--- src/rtl/irq_accept_pkg.sv ---
package irq_accept_pkg;

    typedef enum logic [1:0] {
        ACC_NONE = 2'd0,
        ACC_NMI  = 2'd1,
        ACC_INT  = 2'd2
    } acc_kind_e;

    typedef struct packed {
        logic prev;
        logic pend;
        logic block;
    } nmi_state_t;

endpackage

--- src/rtl/irq_nmi_latch.sv ---
module irq_nmi_latch
    import irq_accept_pkg::*;
(
    input  logic clk,
    input  logic rst_n,
    input  logic nmi_req,
    input  logic bnd_ok,
    input  logic nmi_take,
    output logic nmi_ok
);

    nmi_state_t q, d;
    logic       pend_now;

    always_comb begin
        d        = q;
        pend_now = q.pend | (nmi_req & ~q.prev);
        nmi_ok   = pend_now & ~q.block;
        d.prev   = nmi_req;
        d.pend   = pend_now & ~nmi_take;
        if (bnd_ok) d.block = nmi_take;
    end

    always_ff @(posedge clk or negedge rst_n) begin
        if (!rst_n) q <= '0;
        else        q <= d;
    end

    // a request refused at the blocked boundary stays pending
    a_r3_pending_kept: assert property (@(posedge clk) disable iff (!rst_n)
        (bnd_ok && q.block && pend_now) |=> q.pend);

    // no take while blocked
    a_r3_block_refuses: assert property (@(posedge clk) disable iff (!rst_n)
        (bnd_ok && q.block) |-> !nmi_take);

endmodule

--- src/rtl/irq_vector_gen.sv ---
module irq_vector_gen #(
    parameter int PC_W   = 16,
    parameter int DATA_W = 8,
    parameter int TS_W   = 5,
    parameter int FIX_VEC = 16'h0038,
    parameter int T_IM01 = 13,
    parameter int T_IM2  = 19
) (
    input  logic [1:0]        mode,
    input  logic [DATA_W-1:0] resp_byte,
    input  logic [PC_W-1:0]   table_word,
    output logic [PC_W-1:0]   target,
    output logic [TS_W-1:0]   tcount
);

    localparam logic [PC_W-1:0] FIX_TARGET = PC_W'(FIX_VEC);
    logic is_restart;

    always_comb begin
        is_restart = (resp_byte[7:6] == 2'b11) && (resp_byte[2:0] == 3'b111);
        target     = FIX_TARGET;
        tcount     = TS_W'(T_IM01);
        case (mode)
            2'd0: if (is_restart) target = PC_W'({resp_byte[5:3], 3'b000});
            2'd2: begin
                target = table_word;
                tcount = TS_W'(T_IM2);
            end
            default: ;
        endcase
    end

endmodule

--- src/rtl/irq_accept_ctrl.sv ---
module irq_accept_ctrl
    import irq_accept_pkg::*;
#(
    parameter int PC_W     = 16,
    parameter int DATA_W   = 8,
    parameter int TS_W     = 5,
    parameter int RST_WAIT = 3,
    parameter int NMI_VEC  = 16'h0066,
    parameter int T_NMI    = 11,
    parameter bit NMOS_PV_QUIRK = 1'b1
) (
    input  logic              clk,
    input  logic              rst_n,
    input  logic              bnd_valid,
    input  logic [7:0]        bnd_opcode,
    input  logic              bnd_ed,
    input  logic              bnd_ldair,
    input  logic [PC_W-1:0]   bnd_next_pc,
    input  logic              nmi_req,
    input  logic              int_req,
    input  logic [DATA_W-1:0] resp_byte,
    input  logic              i_wr,
    input  logic [DATA_W-1:0] i_wdata,
    input  logic [PC_W-1:0]   vec_rd_data,
    output logic [PC_W-1:0]   vec_addr,
    output logic              run_ok,
    output logic              accept,
    output logic [1:0]        acc_kind,
    output logic [PC_W-1:0]   push_pc,
    output logic [PC_W-1:0]   pc,
    output logic [TS_W-1:0]   tstates,
    output logic              iff1,
    output logic              iff2,
    output logic [1:0]        im_mode,
    output logic [DATA_W-1:0] i_reg,
    output logic [7:0]        r_reg,
    output logic              halted,
    output logic              pv_clear
);

    localparam int WAIT_W = $clog2(RST_WAIT + 1);
    localparam logic [WAIT_W-1:0] WAIT_END = WAIT_W'(RST_WAIT);

    typedef struct packed {
        logic [WAIT_W-1:0] wait_cnt;
        logic              iff1;
        logic              iff2;
        logic [1:0]        im;
        logic [DATA_W-1:0] i;
        logic [7:0]        r;
        logic              halted;
        logic [PC_W-1:0]   pc;
        logic              accept;
        acc_kind_e         kind;
        logic [PC_W-1:0]   push;
        logic [TS_W-1:0]   tst;
        logic              pv_clr;
    } ctrl_state_t;

    ctrl_state_t q, d;

    logic            bnd_ok, nmi_ok, nmi_take, int_take, quirk_hit;
    logic            is_ei, is_di, is_retx, is_im, is_halt;
    logic            iff1_a, iff2_a, halt_a;
    logic [1:0]      im_a;
    logic [PC_W-1:0] int_target;
    logic [TS_W-1:0] int_tst;

    assign run_ok   = (q.wait_cnt == WAIT_END);
    assign bnd_ok   = bnd_valid && run_ok;
    assign vec_addr = {q.i, resp_byte};

    assign is_ei   = !bnd_ed && (bnd_opcode == 8'hFB);
    assign is_di   = !bnd_ed && (bnd_opcode == 8'hF3);
    assign is_halt = !bnd_ed && (bnd_opcode == 8'h76);
    assign is_retx = bnd_ed && (bnd_opcode[7:6] == 2'b01) && (bnd_opcode[2:0] == 3'b101);
    assign is_im   = bnd_ed && (bnd_opcode[7:6] == 2'b01) && (bnd_opcode[2:0] == 3'b110);

    generate
        if (NMOS_PV_QUIRK) begin : g_quirk
            assign quirk_hit = bnd_ldair;
        end else begin : g_no_quirk
            assign quirk_hit = 1'b0;
        end
    endgenerate

    irq_nmi_latch u_nmi (
        .clk      (clk),
        .rst_n    (rst_n),
        .nmi_req  (nmi_req),
        .bnd_ok   (bnd_ok),
        .nmi_take (nmi_take),
        .nmi_ok   (nmi_ok)
    );

    irq_vector_gen #(
        .PC_W   (PC_W),
        .DATA_W (DATA_W),
        .TS_W   (TS_W)
    ) u_vec (
        .mode       (im_a),
        .resp_byte  (resp_byte),
        .table_word (vec_rd_data),
        .target     (int_target),
        .tcount     (int_tst)
    );

    always_comb begin
        d        = q;
        d.accept = 1'b0;
        d.kind   = ACC_NONE;
        d.pv_clr = 1'b0;
        if (q.wait_cnt != WAIT_END) d.wait_cnt = q.wait_cnt + 1'b1;
        if (i_wr) d.i = i_wdata;

        iff1_a = q.iff1;
        iff2_a = q.iff2;
        im_a   = q.im;
        halt_a = q.halted;
        if (is_ei) begin
            iff1_a = 1'b1;
            iff2_a = 1'b1;
        end
        if (is_di) begin
            iff1_a = 1'b0;
            iff2_a = 1'b0;
        end
        if (is_retx) iff1_a = q.iff2;
        if (is_im)   im_a = bnd_opcode[4] ? (bnd_opcode[3] ? 2'd2 : 2'd1) : 2'd0;
        if (is_halt) halt_a = 1'b1;

        nmi_take = bnd_ok && nmi_ok;
        int_take = bnd_ok && !nmi_ok && int_req && iff1_a && !is_ei && !is_retx;

        if (bnd_ok) begin
            d.iff1   = iff1_a;
            d.iff2   = iff2_a;
            d.im     = im_a;
            d.halted = halt_a;
            d.pc     = bnd_next_pc;
            if (nmi_take || int_take) begin
                d.accept = 1'b1;
                d.push   = bnd_next_pc;
                d.halted = 1'b0;
                d.r      = {q.r[7], q.r[6:0] + 7'd1};
                d.iff1   = 1'b0;
            end
            if (nmi_take) begin
                d.kind = ACC_NMI;
                d.pc   = PC_W'(NMI_VEC);
                d.tst  = TS_W'(T_NMI);
            end else if (int_take) begin
                d.kind   = ACC_INT;
                d.pc     = int_target;
                d.tst    = int_tst;
                d.iff2   = 1'b0;
                d.pv_clr = quirk_hit;
            end
        end
    end

    always_ff @(posedge clk or negedge rst_n) begin
        if (!rst_n) begin
            q      <= '0;
            q.kind <= ACC_NONE;
        end else begin
            q <= d;
        end
    end

    assign accept   = q.accept;
    assign acc_kind = q.kind;
    assign push_pc  = q.push;
    assign pc       = q.pc;
    assign tstates  = q.tst;
    assign iff1     = q.iff1;
    assign iff2     = q.iff2;
    assign im_mode  = q.im;
    assign i_reg    = q.i;
    assign r_reg    = q.r;
    assign halted   = q.halted;
    assign pv_clear = q.pv_clr;

    a_r1_nmi_vector: assert property (@(posedge clk) disable iff (!rst_n)
        (accept && acc_kind == ACC_NMI) |-> (pc == PC_W'(NMI_VEC) && tstates == TS_W'(T_NMI)));

    a_r2_nmi_iff1_low: assert property (@(posedge clk) disable iff (!rst_n)
        (accept && acc_kind == ACC_NMI) |-> !iff1);

    a_r3_no_nmi_repeat: assert property (@(posedge clk) disable iff (!rst_n)
        (accept && acc_kind == ACC_NMI) |=> !(accept && acc_kind == ACC_NMI));

    a_r4_ei_defers: assert property (@(posedge clk) disable iff (!rst_n)
        (bnd_ok && is_ei) |=> !(accept && acc_kind == ACC_INT));

    a_r5_ret_defers: assert property (@(posedge clk) disable iff (!rst_n)
        (bnd_ok && is_retx) |=> !(accept && acc_kind == ACC_INT));

    a_r6_int_clears: assert property (@(posedge clk) disable iff (!rst_n)
        (accept && acc_kind == ACC_INT) |-> (!iff1 && !iff2 && !halted));

    a_r10_pv_only_int: assert property (@(posedge clk) disable iff (!rst_n)
        pv_clear |-> (accept && acc_kind == ACC_INT));

    a_r12_wait_quiet: assert property (@(posedge clk) disable iff (!rst_n)
        !run_ok |-> !accept);

    a_r1_kind_strobe: assert property (@(posedge clk) disable iff (!rst_n)
        accept == (acc_kind != ACC_NONE));

endmodule

--- config.mk ---
export PLATFORM = sky130hd
export DESIGN_NAME = irq_accept_ctrl
export DESIGN_NICKNAME = d
export VERILOG_FILES = /design/src/rtl/irq_accept_pkg.sv /design/src/rtl/irq_nmi_latch.sv /design/src/rtl/irq_vector_gen.sv /design/src/rtl/irq_accept_ctrl.sv
export SDC_FILE = /design/constraint.sdc
export NUM_CORES = 1
export LEC_CHECK = 0
export BUFFER_PORTS_ARGS = -buffer_cell sky130_fd_sc_hd__buf_4
export CAP_MARGIN = 10
export CORE_AREA = 2 2 78 94
export DETAILED_ROUTE_END_ITERATION = 10
export DIE_AREA = 0 0 80 96
export GPL_TIMING_DRIVEN = 0
export PLACE_DENSITY = 0.85
export SLEW_MARGIN = 20
export SYNTH_ARGS = -nofsm -noshare
export SYNTH_HDL_FRONTEND = slang
export SYNTH_SLANG_ARGS = --single-unit
--- constraint.sdc ---
create_clock -name clk -period 5.7 [get_ports clk]
set_input_delay 0 -clock clk [delete_from_list [all_inputs] [get_ports clk]]
set_output_delay 0 -clock clk [all_outputs]
set_load 0.05 [all_outputs]
==> flow_summary.json <==
{
  "dieWidth_um": 80,
  "area_growth_syn_to_layout_pct": 51.8,
  "grt.total_usage_pct": 24.1,
  "htree_levels": 3,
  "port_buffers": 140,
  "hold_viol": 0,
  "power.density_nw_per_um2": 431,
  "ant_nets": 0,
  "maxSlewHeadroom_pct": 41.0,
  "critical_path_arrival_ns": 2.72,
  "n_antenna_cell": 0,
  "tritoncts.num_buffers": 9,
  "synthTopCellsByCount": "buf_4 (73), dfrtp_1 (66), mux2_2 (18), a221o_1 (12)",
  "p_total_w": 0.00224,
  "status": "finished clean",
  "cts_setup_buffers": 0,
  "synth_top_area_share_pct": 48.2,
  "hold_path.class": "input port to flop",
  "worst_path_dominant_cell_family": "buffers and inverters",
  "dr.pass1.iters": 4,
  "synthCells": 286,
  "wirelength_um": 9010,
  "cp_max_fo": 10,
  "yosysSeqAreaShare_pct": 48.2,
  "cp.required_ns": 5.90,
  "fin_crit_ns": 2.51,
  "setup_viol": 0,
  "slew_violations": 0,
  "place_congestion": 0.767,
  "grt_pass1_vias": 2946,
  "place_hpwl_um": 6230,
  "final_area_um2": 5200,
  "post-route-period-util_pct": 44.1,
  "grt_start_max_net_pins": 67,
  "cts_hold_buf": 39,
  "path_clk_slew_ns": 0.08,
  "drv_cap": 0,
  "synthArstFlopShare_pct": 100,
  "drc": 0,
  "drtIter0Drc": 127,
  "max_freq_mhz": 398,
  "yosysTopAreaCell": "dfrtp_1",
  "synth_ff_type": "dfrtp_1",
  "insertion_delay_ns": 0.33,
  "cts_resized": 0,
  "yosysUniqueCellTypes": 49,
  "slowest_stage": "clkbuf_1",
  "critPathLaunchType": "flop",
  "fin_tns_setup_ns": 0,
  "cp_cell_sequence": "ha_1, nand2_1, clkbuf_1, nor3_1, nand3b_1, dlygate4sd3_1, o21ai_0",
  "dpl_cell_area_um2": 4590,
  "tritoncts": "yes",
  "clock_sinks": 66,
  "vias_per_cell": 4.92,
  "routed-via-count": 2792,
  "core_area_um2": 6770,
  "layout.cells.non_filler": 568,
  "start_util_pct": 50.6,
  "num_rows": 33,
  "dp.cells": 513,
  "gr-total-overflow": 0,
  "end_kind": "flop",
  "vdd_drop_max_mv": 0.320,
  "critPathKind": "flop to flop",
  "grt_setup_unrepaired": "false",
  "clock-root-buffer": "clkbuf_8",
  "synth_edf_count": 0,
  "drive_gt1_share_pct": 56.8,
  "ios": 143,
  "antenna_found_initial": 0,
  "synth_area_um2": 3430,
  "yosysWarnings": 0,
  "synth.top_cells.by_area": "dfrtp_1 (48%), buf_4 (16%), mux2_2 (5.9%), mux2_4 (3.9%), a221o_1 (3.5%)",
  "yosysMostFrequentCell": "buf_4",
  "synth_area_per_cell_um2": 12.0,
  "ys_seq_elements": 66,
  "cpPeakStageDelay_ns": 0.55,
  "p_leak_nw": 2.60,
  "layout.nets": 542,
  "synth_fp_nets": 352,
  "crit_buf_inv": 2,
  "clk_path_buf_depth": 2,
  "clock_skew_ns": 0.00841,
  "die_h_um": 96,
  "dieArea_um2": 7680,
  "grt_pass1_wl_um": 13900,
  "routedWlPerCell_um": 15.9,
  "tightest_slew_ns": 0.860
}
[layer usage]
layer | vias up | track usage (%) | share of wire, %
met4 | 0 | 9.89 | 2.0
met1 | 1339 | 26.8 | 38
li1 | 1317 | - | -
met2 | 119 | 44.3 | 54
met3 | 17 | 5.25 | 6.5
met5 | - | 0 | 0
[layout make-up]
cell class                      count  area [um2]
Buffer                             81         599
Clock buffer                       10         138
Clock inverter                      6        88.8
Fill cell                         428        1570
Inverter                            4        17.5
Multi-Input combinational cell    135        1160
Sequential cell                    66        1650
Tap cell                           87         109
Timing Repair Buffer              179        1440
[worst min-delay path, delay by kind of cell]
kind | cells | cell delay, ns
compound gates | 1 | 0.10
simple gates | 1 | 0.13
buf+inv | 1 | 0.07
[worst paths after layout]
check                           slack (ns)     endpoint  cells after the start      startpoint
worst max-delay path                  3.19   im_mode[0]                      7           q[62]
worst min-delay path                 0.009        pc[7]                      3  vec_rd_data[7]
worst max register to register        3.19   im_mode[0]                      7           q[62]
worst min register to register        0.48   tstates[0]                      1      tstates[0]
max in group asynchronous             4.84   tstates[2]                      2           rst_n
min in group asynchronous             0.30  push_pc[10]                      2           rst_n
[cells in the final DEF (no fill, tap or decap), drive strengths merged, types with 2 or more instances in the layout]
cell type and instances:
a21o 3, nand2b 2, nor4 2, clkbuf 14
nand4 2, dlygate4sd3 39, nor2 8, xnor2 6
dfrtp 66, o22ai 3, ha 2, mux2i 7
nand4b 3, inv 5, a221o 12, and3 9
a21oi 2, nor3 4, clkinvlp 2, o221a 2
and2 4, o21ai 10, nand2 10, mux2 27
bufinv 2, nand3b 2, buf 217
[cell families (layout without fill, tap and decap cells)]
group | count (synthesis) | in the layout | share of synthesized area (%)
flip-flops | 66 | 66 | 48.2
AO/OA/AOI/OAI | 40 | 40 | 9.71
XOR/XNOR | 7 | 7 | 1.79
AND/OR/NAND/NOR | 51 | 51 | 9.57
other | 1 | 1 | 0.109
multiplexers | 34 | 34 | 11.9
buffers and inverters | 85 | 280 | 18.0
adder cells (fa/ha/maj) | 2 | 2 | 0.730
[power breakdown]
group / switching [W] / internal (W)
Combinational: 0.000655 / 0.000473
Clock: 0.000184 / 0.000259
Sequential: 0.0000824 / 0.000586
[per-stage QoR]
stage	util [%]	hold slack, ns	setup slack [ns]
6_report	76.8	0.00864	3.19
5_1_grt	76.8	0.0246	3.04
4_1_cts	76.8	0.00194	3.20
3_5_place_dp	67.7	0.127	3.48
3_3_place_gp	67.7	0.122	3.54
2_1_floorplan	-	-0.296	3.43
Note: power is estimated with default switching activity, not from simulation.
